### config.mk
export PLATFORM = sky130hd
export DESIGN_NAME = pgchain_xlate
export DESIGN_NICKNAME = d
export VERILOG_FILES = /design/src/rtl/pcx_pkg.sv /design/src/rtl/pcx_regs.sv /design/src/rtl/pcx_offset_dec.sv /design/src/rtl/pcx_walker.sv /design/src/rtl/pgchain_xlate.sv
export SDC_FILE = /design/constraint.sdc
export NUM_CORES = 1
export LEC_CHECK = 0
export BUFFER_PORTS_ARGS = -buffer_cell sky130_fd_sc_hd__buf_2
export CORE_MARGIN = 2
export CORE_UTILIZATION = 55
export CTS_CLUSTER_DIAMETER = 30
export DETAILED_ROUTE_END_ITERATION = 12
export HOLD_SLACK_MARGIN = 0.1
export PLACE_DENSITY = 0.85
export SLEW_MARGIN = 30
export SYNTH_ARGS = -nofsm -noshare
export SYNTH_HDL_FRONTEND = slang
export SYNTH_HIERARCHICAL = 1
export SYNTH_SLANG_ARGS = --single-unit
### constraint.sdc
create_clock -name clk -period 4.2 [get_ports clk]
set_input_delay 0.84 -clock clk [delete_from_list [all_inputs] [get_ports clk]]
set_output_delay 0.84 -clock clk [all_outputs]
set_load 0.02 [all_outputs]
### src/rtl/pcx_pkg.sv
package pcx_pkg;
  localparam int PAGE_SHIFT   = 12;
  localparam int REGION_SHIFT = 20;
  localparam int IDX_W        = REGION_SHIFT - PAGE_SHIFT;
  localparam int ENT_SHIFT    = 3;
  localparam int SLOT_W       = PAGE_SHIFT - ENT_SHIFT;

  localparam logic [SLOT_W-1:0] SLOT_PREV = SLOT_W'(510);
  localparam logic [SLOT_W-1:0] SLOT_NEXT = SLOT_W'(511);

  localparam logic [2:0] RA_CTRL  = 3'd0;
  localparam logic [2:0] RA_MODE  = 3'd1;
  localparam logic [2:0] RA_STAT  = 3'd2;
  localparam logic [2:0] RA_TBASE = 3'd3;
  localparam logic [2:0] RA_IBASE = 3'd4;

  typedef enum logic [1:0] {ST_IDLE, ST_STEP, ST_WAIT} walk_st_e;
  typedef enum logic [1:0] {FK_DATA, FK_NEXT, FK_PREV} fetch_e;
endpackage

### src/rtl/pcx_regs.sv
module pcx_regs
  import pcx_pkg::*;
#(
  parameter int AW = 40,
  localparam int PADW = 64 - AW
) (
  input  logic          clk,
  input  logic          rst,
  input  logic          reg_we,
  input  logic          reg_rd,
  input  logic [2:0]    reg_addr,
  input  logic [63:0]   reg_wdata,
  output logic [63:0]   reg_rdata,
  input  logic          walker_idle,
  output logic          en,
  output logic          xlate,
  output logic          en_load,
  output logic [AW-1:0] tbase,
  output logic [AW-1:0] ibase
);
  logic          en_q, xlate_q;
  logic [AW-1:0] tbase_q, ibase_q;
  logic          ready;
  logic          unused_wdata;

  assign unused_wdata = ^reg_wdata;
  assign ready   = !en_q && walker_idle;
  assign en_load = reg_we && (reg_addr == RA_CTRL) && reg_wdata[0] && ready;

  always_ff @(posedge clk) begin
    if (rst) begin
      en_q      <= 1'b0;
      xlate_q   <= 1'b0;
      tbase_q   <= '0;
      ibase_q   <= '0;
      reg_rdata <= '0;
    end else begin
      if (reg_we) begin
        unique case (reg_addr)
          RA_CTRL: begin
            if (en_load) en_q <= 1'b1;
            else if (!reg_wdata[0]) en_q <= 1'b0;
          end
          RA_MODE:  if (!en_q) xlate_q <= reg_wdata[0];
          RA_TBASE: if (!en_q) tbase_q <= {reg_wdata[AW-1:PAGE_SHIFT], {PAGE_SHIFT{1'b0}}};
          RA_IBASE: if (!en_q) ibase_q <= {reg_wdata[AW-1:REGION_SHIFT], {REGION_SHIFT{1'b0}}};
          default: ;
        endcase
      end
      if (reg_rd) begin
        unique case (reg_addr)
          RA_CTRL:  reg_rdata <= {63'd0, en_q};
          RA_MODE:  reg_rdata <= {63'd0, xlate_q};
          RA_STAT:  reg_rdata <= {63'd0, ready};
          RA_TBASE: reg_rdata <= {{PADW{1'b0}}, tbase_q};
          RA_IBASE: reg_rdata <= {{PADW{1'b0}}, ibase_q};
          default:  reg_rdata <= '0;
        endcase
      end
    end
  end

  assign en    = en_q;
  assign xlate = xlate_q;
  assign tbase = tbase_q;
  assign ibase = ibase_q;

  // configuration is frozen while the unit stays enabled
  p_cfg_locked_r8: assert property (@(posedge clk) disable iff (rst)
    (en_q && $past(en_q)) |-> ($stable(xlate_q) && $stable(tbase_q) && $stable(ibase_q)));

  // alignment of the base registers
  p_base_aligned_r9: assert property (@(posedge clk) disable iff (rst)
    (tbase_q[PAGE_SHIFT-1:0] == '0) && (ibase_q[REGION_SHIFT-1:0] == '0));
endmodule

### src/rtl/pcx_offset_dec.sv
module pcx_offset_dec
  import pcx_pkg::*;
#(
  parameter int AW = 40,
  localparam int TNW = AW - REGION_SHIFT
) (
  input  logic [AW-1:0]    addr,
  input  logic [AW-1:0]    ibase,
  output logic             below,
  output logic [TNW-1:0]   tnum,
  output logic [IDX_W-1:0] idx
);
  logic [AW-1:0] off;
  logic          unused_off;

  assign off        = addr - ibase;
  assign below      = addr < ibase;
  assign tnum       = off[AW-1:REGION_SHIFT];
  assign idx        = off[REGION_SHIFT-1:PAGE_SHIFT];
  assign unused_off = ^off[PAGE_SHIFT-1:0];
endmodule

### src/rtl/pcx_walker.sv
module pcx_walker
  import pcx_pkg::*;
#(
  parameter int AW = 40,
  localparam int TNW = AW - REGION_SHIFT
) (
  input  logic             clk,
  input  logic             rst,
  input  logic             en,
  input  logic             xlate,
  input  logic             en_load,
  input  logic [AW-1:0]    tbase,
  input  logic             req_valid,
  output logic             req_ready,
  input  logic [AW-1:0]    req_addr,
  input  logic             dec_below,
  input  logic [TNW-1:0]   dec_tnum,
  input  logic [IDX_W-1:0] dec_idx,
  output logic             resp_valid,
  output logic [AW-1:0]    resp_addr,
  output logic             resp_err,
  output logic             mem_req,
  output logic [AW-1:0]    mem_addr,
  input  logic             mem_rvalid,
  input  logic [63:0]      mem_rdata,
  output logic             idle
);
  walk_st_e               state_q;
  fetch_e                 kind_q;
  logic [AW-1:0]          cur_addr;
  logic [TNW-1:0]         cur_num;
  logic [TNW-1:0]         pend_tnum;
  logic [IDX_W-1:0]       pend_idx;
  logic [PAGE_SHIFT-1:0]  pend_lo;
  logic                   acc;
  logic                   unused_rdata;

  assign unused_rdata = ^{mem_rdata[63:AW], mem_rdata[PAGE_SHIFT-1:1]};
  assign idle      = (state_q == ST_IDLE);
  assign req_ready = en && idle;
  assign acc       = req_valid && req_ready;

  always_ff @(posedge clk) begin
    if (rst) begin
      state_q    <= ST_IDLE;
      kind_q     <= FK_DATA;
      cur_addr   <= '0;
      cur_num    <= '0;
      pend_tnum  <= '0;
      pend_idx   <= '0;
      pend_lo    <= '0;
      resp_valid <= 1'b0;
      resp_addr  <= '0;
      resp_err   <= 1'b0;
      mem_req    <= 1'b0;
      mem_addr   <= '0;
    end else begin
      resp_valid <= 1'b0;
      mem_req    <= 1'b0;
      if (en_load) begin
        cur_addr <= tbase;
        cur_num  <= '0;
      end
      unique case (state_q)
        ST_IDLE: begin
          if (acc) begin
            pend_tnum <= dec_tnum;
            pend_idx  <= dec_idx;
            pend_lo   <= req_addr[PAGE_SHIFT-1:0];
            if (!xlate) begin
              resp_valid <= 1'b1;
              resp_addr  <= req_addr;
              resp_err   <= 1'b0;
            end else if (dec_below) begin
              resp_valid <= 1'b1;
              resp_addr  <= '0;
              resp_err   <= 1'b1;
            end else begin
              state_q <= ST_STEP;
            end
          end
        end
        ST_STEP: begin
          mem_req <= 1'b1;
          state_q <= ST_WAIT;
          if (pend_tnum == cur_num) begin
            kind_q   <= FK_DATA;
            mem_addr <= {cur_addr[AW-1:PAGE_SHIFT], 1'b0, pend_idx, {ENT_SHIFT{1'b0}}};
          end else if (pend_tnum > cur_num) begin
            kind_q   <= FK_NEXT;
            mem_addr <= {cur_addr[AW-1:PAGE_SHIFT], SLOT_NEXT, {ENT_SHIFT{1'b0}}};
          end else begin
            kind_q   <= FK_PREV;
            mem_addr <= {cur_addr[AW-1:PAGE_SHIFT], SLOT_PREV, {ENT_SHIFT{1'b0}}};
          end
        end
        ST_WAIT: begin
          if (mem_rvalid) begin
            if (kind_q == FK_DATA) begin
              resp_valid <= 1'b1;
              state_q    <= ST_IDLE;
              if (mem_rdata[0]) begin
                resp_addr <= {mem_rdata[AW-1:PAGE_SHIFT], pend_lo};
                resp_err  <= 1'b0;
              end else begin
                resp_addr <= '0;
                resp_err  <= 1'b1;
              end
            end else if (mem_rdata[0]) begin
              cur_addr <= {mem_rdata[AW-1:PAGE_SHIFT], {PAGE_SHIFT{1'b0}}};
              cur_num  <= (kind_q == FK_NEXT) ? cur_num + TNW'(1) : cur_num - TNW'(1);
              state_q  <= ST_STEP;
            end else begin
              resp_valid <= 1'b1;
              resp_addr  <= '0;
              resp_err   <= 1'b1;
              state_q    <= ST_IDLE;
            end
          end
        end
        default: state_q <= ST_IDLE;
      endcase
    end
  end

  // requests only enter an enabled unit
  p_accept_enabled_r11: assert property (@(posedge clk) disable iff (rst)
    acc |-> en);

  // one outstanding table read
  p_one_read_r11: assert property (@(posedge clk) disable iff (rst)
    mem_req |=> !mem_req);

  // every table read stays within the current table page
  p_read_in_table_r4: assert property (@(posedge clk) disable iff (rst)
    mem_req |-> (mem_addr[AW-1:PAGE_SHIFT] == cur_addr[AW-1:PAGE_SHIFT]));

  // a valid next link advances the table number by one
  p_next_step_r4: assert property (@(posedge clk) disable iff (rst)
    (state_q == ST_WAIT && mem_rvalid && kind_q == FK_NEXT && mem_rdata[0])
      |=> (cur_num == $past(cur_num) + TNW'(1)));

  // pass-through answers on the next cycle with the same address
  p_pass_one_cycle_r1: assert property (@(posedge clk) disable iff (rst)
    (acc && !xlate) |=> (resp_valid && !resp_err && resp_addr == $past(req_addr)));

  // below-base address errors at once, no read
  p_below_err_r6: assert property (@(posedge clk) disable iff (rst)
    (acc && xlate && dec_below) |=> (resp_valid && resp_err && !mem_req));
endmodule

### src/rtl/pgchain_xlate.sv
module pgchain_xlate
  import pcx_pkg::*;
#(
  parameter int AW = 40
) (
  input  logic          clk,
  input  logic          rst,
  input  logic          reg_we,
  input  logic          reg_rd,
  input  logic [2:0]    reg_addr,
  input  logic [63:0]   reg_wdata,
  output logic [63:0]   reg_rdata,
  input  logic          req_valid,
  output logic          req_ready,
  input  logic [AW-1:0] req_addr,
  output logic          resp_valid,
  output logic [AW-1:0] resp_addr,
  output logic          resp_err,
  output logic          mem_req,
  output logic [AW-1:0] mem_addr,
  input  logic          mem_rvalid,
  input  logic [63:0]   mem_rdata
);
  localparam int TNW = AW - REGION_SHIFT;

  logic             en, xlate, en_load, walker_idle;
  logic [AW-1:0]    tbase, ibase;
  logic             dec_below;
  logic [TNW-1:0]   dec_tnum;
  logic [IDX_W-1:0] dec_idx;

  pcx_regs #(.AW(AW)) u_regs (
    .clk(clk), .rst(rst), .reg_we(reg_we), .reg_rd(reg_rd), .reg_addr(reg_addr),
    .reg_wdata(reg_wdata), .reg_rdata(reg_rdata), .walker_idle(walker_idle),
    .en(en), .xlate(xlate), .en_load(en_load), .tbase(tbase), .ibase(ibase)
  );

  pcx_offset_dec #(.AW(AW)) u_dec (
    .addr(req_addr), .ibase(ibase), .below(dec_below), .tnum(dec_tnum), .idx(dec_idx)
  );

  pcx_walker #(.AW(AW)) u_walk (
    .clk(clk), .rst(rst), .en(en), .xlate(xlate), .en_load(en_load), .tbase(tbase),
    .req_valid(req_valid), .req_ready(req_ready), .req_addr(req_addr),
    .dec_below(dec_below), .dec_tnum(dec_tnum), .dec_idx(dec_idx),
    .resp_valid(resp_valid), .resp_addr(resp_addr), .resp_err(resp_err),
    .mem_req(mem_req), .mem_addr(mem_addr), .mem_rvalid(mem_rvalid),
    .mem_rdata(mem_rdata), .idle(walker_idle)
  );
endmodule

==> results of run 1 <==
==> layout by cell type (no fill, tap or decap), types with 6 or more instances in the layout <==
master,n
nand2b_1,23
nor2_1,141
and2_1,6
nor3_1,27
buf_2,214
mux2i_1,70
clkinvlp_4,7
xnor2_1,24
o21a_1,7
o21ai_0,31
dfxtp_1,251
o21ai_1,10
nand3_1,20
clkbuf_16,48
a21o_1,23
inv_1,78
a22o_1,8
xor2_1,17
a21oi_1,158
ha_1,78
nor2b_1,6
nand2_1,254
nand4_1,18
a22oi_1,60
or3_1,12
buf_4,25
a211oi_1,90
conb_1,58
o211ai_1,6
a31o_1,10
==> sequential cells by signal, summed over array words and instances (netlist names), 12 cells and up <==
| name | cells |
|---|---|
| u_regs/ibase | 20 |
| u_regs/reg_rdata | 29 |
| u_regs/tbase | 28 |
| u_walk/cur_addr | 28 |
| u_walk/cur_num | 20 |
| u_walk/mem_addr | 37 |
| u_walk/pend_lo | 12 |
| u_walk/pend_tnum | 20 |
| u_walk/resp_addr | 40 |
==> metrics by stage <==
stage / util / total power [mW] / hold WS [ns] / cell area, µm²
floorplan: - / 2.99 / 0.431 / 14000
global placement: 0.607 / 3.15 / 0.442 / 14800
detailed placement: 0.608 / 3.16 / 0.443 / 14900
CTS: 0.676 / 7.03 / 0.444 / 16500
global route: 0.677 / 7.23 / 0.474 / 16600
finish: 0.677 / 7.01 / 0.452 / 16600
==> cell type report <==
| cell class | count | area share |
|---|---|---|
| repair buffers | 245 | 0.0829 |
| inverters | 79 | 0.0181 |
| multi-input cells | 1251 | 0.471 |
| diodes | 1 | 0.000151 |
| clock buffers | 55 | 0.0771 |
| well taps | 324 | 0.0245 |
| flip-flops and latches | 251 | 0.303 |
| clock inverters | 32 | 0.0233 |
==> final timing paths <==
kind                             startpoint                                end  cells after the start
min          u_walk/cur_addr[37]$_SDFF_PP0_   u_walk/mem_addr[37]$_SDFFE_PP0P_                      2
max reg2reg   u_regs/ibase[20]$_SDFFE_PP0P_  u_walk/resp_addr[32]$_SDFFE_PP0P_                     19
max                             req_addr[8]  u_walk/resp_addr[32]$_SDFFE_PP0P_                     18
min reg2reg  u_walk/cur_addr[37]$_SDFF_PP0_   u_walk/mem_addr[37]$_SDFFE_PP0P_                      2
==> layer usage <==
layer  share of wire  up-vias  wire (µm)
met5               0        -          0
met4           0.028        0       1110
met3           0.087      102       3460
met2            0.46      660      18300
met1            0.43     6036      17000
li1                -     6233          -
==> worst min-delay path, delay by kind of cell, from the launching register on <==
kind / cells / cell delay, ns
DFF: 1 / 0.32
and+or+nand+nor: 1 / 0.06
AOI/OAI and AO/OA: 1 / 0.05
==> where the power goes <==
part           leakage, nW  internal [mW]  switching, mW
sequential            2.03           2.42         0.0258
combinational         4.08          0.248          0.445
clock                0.797           2.52           1.35
total                 6.91           5.19           1.82
==> metrics.yaml, run 1 <==
floorplan:
  ios: 325
  rows: 57
  die_w_um: 162
  die_h_um: 162
  start_util: 0.563
  core_um2: 24500
  die-area_um2: 26300
global_routing:
  grtUsageMet1: 0.395
  grt_pass1_wl_um: 63200
  gr-usage-all-layers: 0.293
  met3_usage: 0.0572
  grt.met2_usage: 0.465
  grt_remaining_overflow: 0
  antenna_found_initial: 2
  grt_pass1_vias: 12400
  grt_start_max_net_pins: 86
  busiest_layer: "met2"
final_layout:
  drive_above_1_share: 0.188
  fin_cells: 2238
  nFillCells: 1874
  multiInputGateArea_um2: 7800
  fin_nets: 2131
  regArea_um2: 5020
  syn_to_final_growth_pct: 20.2
routing:
  vias_per_cell: 5.82
  drc: 0
  firstDrtPassIters: 8
  wl_per_cell_um: 17.8
  drt-initial-drc-count: 1243
  num_vias: 13000
  ant_nets: 0
  drt-total-wl_um: 39900
clocking:
  clkSinkCount: 251
  cts-buffers-inserted: 47
  h-tree-depth: 2
  cts_resized: 0
  clockRootBuffer: "clkbuf_16"
  insertion_delay_ns: 0.54
  cts_setup_buffers: 0
  postCtsHoldBufs: 0
  clk_transition_reported_paths_ns: 0.05
  cts_buffer_depth: 3
  cts_tree: "yes"
synthesis:
  syn_area_um2: 13800
  yosys_warnings: 6
  synthCells: 1688
  avgSynthCellArea_um2: 8.16
sta:
  fmax_mhz: 260
  rsz0062_at_grt: "false"
  fin_ws_ns: 0.348
  relSlewSlack: 0.402
  final-hold-violation-count: 0
  worstMarginPinSlew_ns: 0.897
  finalCritPeriodShare: 0.917
  fin_skew_ns: 0.0296
  setup_tns_ns: 0
  setup_violations: 0
  maxSlewViolCount: 0
  period_minus_slack_ns: 3.85
critical_path:
  crit_fanout: 33
  cp_slowest_stage_delay_ns: 0.41
  crit_slowest_cell: "ha_1"
  path_cells: "buf_2 -> ha_1 -> nand4_1 -> nor2_1 -> nor2_1 -> o41ai_2 -> a21oi_2 -> nor3_4 -> a41oi_2 -> o21ai_1 -> a31oi_1 -> buf_4 -> nor2b_1 -> nor2_1 -> o21ai_2 -> o21ai_4 -> buf_12 -> a211oi_1"
  timing.reg2reg.setup_slack_ns: 0.41
  cpMostUsedCell: "nor2_1"
  cp_top_family: "compound AO/OA/AOI/OAI gates"
  critPathBufInv: 3
  crit_path_start_kind: "primary input"
  cp.required_ns: 4.62
  end_kind: "flop"
  crit_type: "primary input to flop"
  worstPathArrival_ns: 4.27
placed_design:
  hpwl_um: 27700
  io_buffers: 216
  pre_cts_slack_ns: -0.0267
  placed_cells: 2150
  gp_congestion: 0.922
power:
  vdd_drop_max_v: 0.000351
  powerDensity_nw_per_um2: 423
  leakagePower_nw: 6.91
min_path:
  hold_class: "flop to flop"
flow_run:
  maxCapViolCount: 0
outcome:
  outcome: "finished, final reports clean"
Note: power is estimated with default switching activity, not from simulation.
==> run 2: changes to the inputs <==
- CORE_UTILIZATION: 55 -> 53
- PLACE_DENSITY: 0.85 -> 0.84
- SYNTH_HIERARCHICAL: 1 -> not set
==> metrics.yaml, run 2 <==
critical_path:
  crit_slowest_cell: "a41oi_4"
  cp_slowest_stage_delay_ns: 0.70
  end_kind: "flop"
  timing.reg2reg.setup_slack_ns: 1.05
  cpMostUsedCell: "o21ai_1"
  rr_startpoint: "u_regs.ibase[20]$_SDFFE_PP0P_"
  crit_path_start_kind: "primary input"
  reg2reg_depth: 11
  cp.required_ns: 4.63
  path_cells: "buf_2 -> inv_1 -> ha_1 -> fa_1 -> and2b_1 -> o21ai_1 -> a21boi_2 -> o21ai_1 -> a21oi_2 -> a41oi_4 -> buf_4 -> nor2_1 -> a211oi_2"
  crit_fanout: 18
  worstPathArrival_ns: 3.64
  crit_type: "primary input to flop"
  r2r_end: "u_walk.resp_addr[34]$_SDFFE_PP0P_"
sta:
  maxSlewViolCount: 0
  worstMarginPinSlew_ns: 0.965
  relSlewSlack: 0.357
  period_minus_slack_ns: 3.20
  rsz0062_at_grt: "false"
  finalCritPeriodShare: 0.763
  fmax_mhz: 312
  final-hold-violation-count: 0
  whs_ns: 0.452
  setup_tns_ns: 0
  fin_skew_ns: 0.0301
  setup_violations: 0
routing:
  vias_per_cell: 5.84
  drt-total-wl_um: 35800
  drc: 0
  num_vias: 11800
  drt-initial-drc-count: 1158
  ant_nets: 0
  wl_per_cell_um: 17.8
  firstDrtPassIters: 5
synthesis:
  async_reset_ff_frac: 0
  yosys-top-cells-area: "dfxtp_1, nand2_1, a21oi_1"
  yosys_warnings: 0
  yosys.cell_types.count: 65
  ys_seq_area_frac: 0.407
  synthFlopType: "dfxtp_1"
  synth_edf_count: 0
  synth_top_area_share: 0.407
  yosysMostFrequentCell: "dfxtp_1"
  syn_area_um2: 12300
  synth_top_area_cell: "dfxtp_1"
  avgSynthCellArea_um2: 8.35
  synth_seq_cells: 251
  synthCells: 1479
  ys_top_cells_by_count: "dfxtp_1, nand2_1, a21oi_1"
clocking:
  postCtsHoldBufs: 0
  cts_resized: 0
  clk_transition_reported_paths_ns: 0.05
  cts_tree: "yes"
  h-tree-depth: 2
  insertion_delay_ns: 0.55
  cts-buffers-inserted: 49
  clkSinkCount: 251
  cts_setup_buffers: 0
  clockRootBuffer: "clkbuf_16"
  cts_buffer_depth: 3
placed_design:
  io_buffers: 216
  placed_cells: 1925
  gp_congestion: 0.911
  hpwl_um: 23900
floorplan:
  rows: 55
  die_h_um: 157
  die-area_um2: 24500
  start_util: 0.542
  ios: 325
  die_w_um: 157
  core_um2: 22800
global_routing:
  grt_pass1_wl_um: 56400
  antenna_found_initial: 0
  grt_remaining_overflow: 0
  grt_pass1_vias: 11200
  grt_start_max_net_pins: 100
  gr-usage-all-layers: 0.283
power:
  powerDensity_nw_per_um2: 449
  vdd_drop_max_v: 0.000292
  p_total_mw: 6.81
  leakagePower_nw: 6.38
min_path:
  hold_depth: 2
  min_to: "u_walk.mem_addr[37]$_SDFFE_PP0P_"
  hold_start: "u_walk.mem_addr[37]$_SDFFE_PP0P_"
  hold_class: "flop to flop"
final_layout:
  drive_above_1_share: 0.226
  diodes: 0
  nFillCells: 1734
  fin_nets: 1901
  layout_common_cells: "dfxtp_1, nand2_1, buf_2"
  reg.largest.list: "u_walk.resp_addr (40), u_walk.mem_addr (37), u_regs.reg_rdata (29)"
  syn_to_final_growth_pct: 23.0
  fin_cells: 2014
  largest_reg_flops: 40
  largest-register: "u_walk.resp_addr"
  final_common_cell: "dfxtp_1"
flow_run:
  maxCapViolCount: 0
outcome:
  outcome: "finished, final reports clean"
## run 2: cell families after synthesis
kind of cell	Yosys count	share of synthesized area
mux	33	0.0268
buf+inv	189	0.0715
compound gates	423	0.241
other cells	1	0.000304
simple gates	494	0.171
fa+ha+maj	61	0.0630
xor+xnor	27	0.0192
flops	251	0.407
## run 2: critical path, delay by kind of cell
| family | cells | cell delay [ns] |
|---|---|---|
| AO/OA/AOI/OAI | 6 | 1.58 |
| buffers and inverters | 3 | 0.56 |
| adder cells (fa/ha/maj) | 2 | 0.37 |
| AND/OR/NAND/NOR | 2 | 0.28 |
## run 2: power by group
| group | leakage (nW) | switching [mW] | internal, mW |
|---|---|---|---|
| logic | 3.54 | 0.324 | 0.164 |
| clock network | 0.815 | 1.37 | 2.50 |
| registers | 2.03 | 0.0256 | 2.42 |
## run 2: worst max path at each step
stage | start | cells after the start | slack [ns] | end
floorplan | req_addr[20] | 12 | 1.24 | u_walk.resp_addr[17]$_SDFFE_PP0P_
global placement | req_addr[20] | 13 | 0.59 | u_walk.resp_err$_SDFFE_PP0P_
detailed placement | req_addr[20] | 13 | 0.55 | u_walk.resp_err$_SDFFE_PP0P_
CTS | u_walk.kind_q[1]$_SDFFE_PP0P_ | 10 | 0.97 | u_walk.cur_num[15]$_SDFF_PP0_
global route | req_addr[20] | 13 | 0.75 | u_walk.resp_err$_SDFFE_PP0P_
finish | req_addr[20] | 13 | 1.0 | u_walk.resp_addr[34]$_SDFFE_PP0P_
## run 2: stage by stage
stage / worst slack (ns) / instance area [µm²] / util
global route: 0.751 / 15200 / 0.667
floorplan: 1.24 / 12500 / -
detailed placement: 0.550 / 13500 / 0.593
CTS: 0.965 / 15200 / 0.666
global placement: 0.588 / 13500 / 0.591
finish: 0.996 / 15200 / 0.667
## run 2: layout make-up
class / count / area [µm²] / area share
Clock buffer: 60 / 1350 / 0.0888
Multi-Input combinational cell: 1076 / 6640 / 0.437
Inverter: 54 / 203 / 0.0134
Tap cell: 313 / 392 / 0.0258
Timing Repair Buffer: 231 / 1260 / 0.0828
Clock inverter: 29 / 318 / 0.0209
Sequential cell: 251 / 5020 / 0.331
## run 2: routing by layer
metal,vias to the layer above,GRT usage,part of all wire
met4,0,0.114,0.036
met1,5571,0.361,0.41
li1,5494,-,-
met3,113,0.0595,0.084
met2,579,0.469,0.47
met5,-,0,0
==> run 3: changes to the inputs <==
- CORE_UTILIZATION: 53 -> 48
- PLACE_DENSITY: 0.84 -> 0.81
- clock period: 4.2 -> 2.6 ns (I/O delays scaled with it)
==> metrics.yaml, run 3 (synthesis gave the netlist of run 2 again) <==
floorplan:
  die-area_um2: 27000
  start_util: 0.490
  ios: 325
  die_h_um: 164
  rows: 58
  core_um2: 25200
  die_w_um: 164
clocking:
  clkSinkCount: 251
  cts_tree: "yes"
  cts_buffer_depth: 3
  clockRootBuffer: "clkbuf_16"
  h-tree-depth: 2
  insertion_delay_ns: 0.56
  cts-buffers-inserted: 48
  clk_transition_reported_paths_ns: 0.05
sta:
  relSlewSlack: 0.601
  setup_violations: 0
  final-hold-violation-count: 0
  finalCritPeriodShare: 0.982
  worstMarginPinSlew_ns: 0.598
  fin_skew_ns: 0.0307
  fin_ws_ns: 0.0456
  maxSlewViolCount: 0
  period_minus_slack_ns: 2.55
  whs_ns: 0.201
  fmax_mhz: 391
power:
  power_switching_mw: 2.78
  powerDensity_nw_per_um2: 716
  p_comb_frac: 0.075
  power.internal_mw: 8.62
  swShare: 0.244
  seqPwrFrac: 0.347
  vdd_drop_max_v: 0.000475
  pwr-share-clk: 0.578
  leakagePower_nw: 6.72
global_routing:
  grt_pass1_vias: 11500
  gr-usage-all-layers: 0.263
  grt_remaining_overflow: 0
  antenna_found_initial: 4
  grt_start_max_net_pins: 109
  grt_pass1_wl_um: 57500
critical_path:
  crit_path_start_kind: "flop"
  crit_fanout: 9
  worstPathArrival_ns: 2.98
  crit_type: "flop to flop"
  critPathBufInv: 2
  path_cells: "ha_2 -> fa_2 -> and2b_1 -> o21ai_2 -> a21boi_2 -> o21ai_2 -> a21oi_2 -> a41oi_4 -> buf_12 -> buf_12 -> mux2i_1 -> nor2_1"
  cp_slowest_stage_delay_ns: 0.33
  cp.required_ns: 3.03
  rr_startpoint: "u_regs.ibase[20]$_SDFFE_PP0P_"
  end_kind: "flop"
  crit_slowest_cell: "dfxtp_2"
  cp_top_family: "compound AO/OA/AOI/OAI gates"
  cp-startpoint: "u_regs.ibase[20]$_SDFFE_PP0P_"
final_layout:
  drive_above_1_share: 0.265
  largest-register: "u_walk.resp_addr"
  fin_nets: 1964
  final_common_cell: "dfxtp_1"
  largest_reg_flops: 40
  post-route-util: 0.633
  layout_common_cells: "dfxtp_1, nand2_1, buf_2"
  syn_to_final_growth_pct: 29.1
  reg.largest.list: "u_walk.resp_addr (40), u_walk.mem_addr (37), u_regs.reg_rdata (29)"
placed_design:
  hpwl_um: 25000
  pre_cts_slack_ns: -0.312
  io_buffers: 216
  gp_congestion: 0.884
routing:
  firstDrtPassIters: 5
  wl_per_cell_um: 18.0
  m1WireLength_um: 15300
  drc: 0
  ant_nets: 0
  drt-initial-drc-count: 1062
  vias_per_cell: 5.73
  drt-total-wl_um: 37700
  met2_length_um: 17700
  met3_wirelength_um: 3290
  num_vias: 12000
  top_layer: "met4"
outcome:
  outcome: "finished, final reports clean"
flow_run:
  maxCapViolCount: 0
min_path:
  hold_start: "reg_wdata[18]"
  hold_class: "primary input to flop"
[run 3: changes by cell type in the layout (fill, tap and decap cells not counted), sizes merged, moves of 3 or more]
cell / previous run / this run
buf: 230 / 289
inv: 67 / 59
bufinv: 3 / 9
clkinvlp: 4 / 10
diode: 0 / 4
clkbuf: 61 / 58
[run 3: path summary, 6_finish.rpt]
| kind | to | slack (ns) | depth (start not counted) |
|---|---|---|---|
| worst max register to register | u_walk.resp_err$_SDFFE_PP0P_ | 0.05 | 12 |
| worst min-delay path | u_regs.tbase[18]$_SDFFE_PP0P_ | 0.20 | 3 |
| worst max-delay path | u_walk.resp_err$_SDFFE_PP0P_ | 0.05 | 12 |
| worst min register to register | u_walk.mem_addr[33]$_SDFFE_PP0P_ | 0.45 | 2 |
[run 3: final cells by class]
| cell class | instances | area (µm²) |
|---|---|---|
| Timing Repair Buffer | 294 | 1820 |
| Multi-Input combinational cell | 1077 | 6730 |
| Sequential cell | 251 | 5030 |
| Antenna cell | 4 | 10.0 |
| Inverter | 54 | 203 |
| Fill cell | 1964 | 9240 |
| Clock buffer | 53 | 1250 |
| Clock inverter | 31 | 487 |
| Tap cell | 330 | 413 |
[run 3: metal layers]
| metal | GRT usage | vias up |
|---|---|---|
| met3 | 0.0596 | 126 |
| met2 | 0.431 | 598 |
| met4 | 0.106 | 0 |
| met1 | 0.335 | 5649 |
| li1 | - | 5621 |
| met5 | 0 | - |
[run 3: through the flow]
step	setup TNS (ns)	total power, mW	instance area [µm²]	std cells
finish	0	11.4	15900	2094
global placement	-9.12	4.82	13900	1997
floorplan	-0.0365	4.57	12500	1516
CTS	-0.00407	11.4	15700	2081
global route	-0.411	11.7	15900	2092
detailed placement	-12.09	4.84	13900	1997
[run 3: timing repair]
| item | CTS | global route |
|---|---|---|
| cloned | 0 | 6 |
| gates resized for setup | 4 | 26 |
| hold buffers | 0 | 0 |
| setup buffers | 0 | 3 |
| pin swaps | 1 | 4 |
| setup endpoints to repair | 15 | 48 |
[run 3: worst min-delay path, delay by kind of cell]
family / cells / cell delay (ns)
AO/OA/AOI/OAI: 1 / 0.05
buffers and inverters: 1 / 0.10
AND/OR/NAND/NOR: 1 / 0.04
[run 3: power by group through the flow]
| stage | clock network, mW | registers [mW] | logic (mW) |
|---|---|---|---|
| after floorplan | 0 | 4.06 | 0.513 |
| after global placement | 0 | 4.03 | 0.793 |
| after detailed placement | 0 | 4.03 | 0.809 |
| after CTS | 6.62 | 3.95 | 0.819 |
| after global routing | 6.82 | 3.96 | 0.920 |
| final | 6.60 | 3.95 | 0.854 |
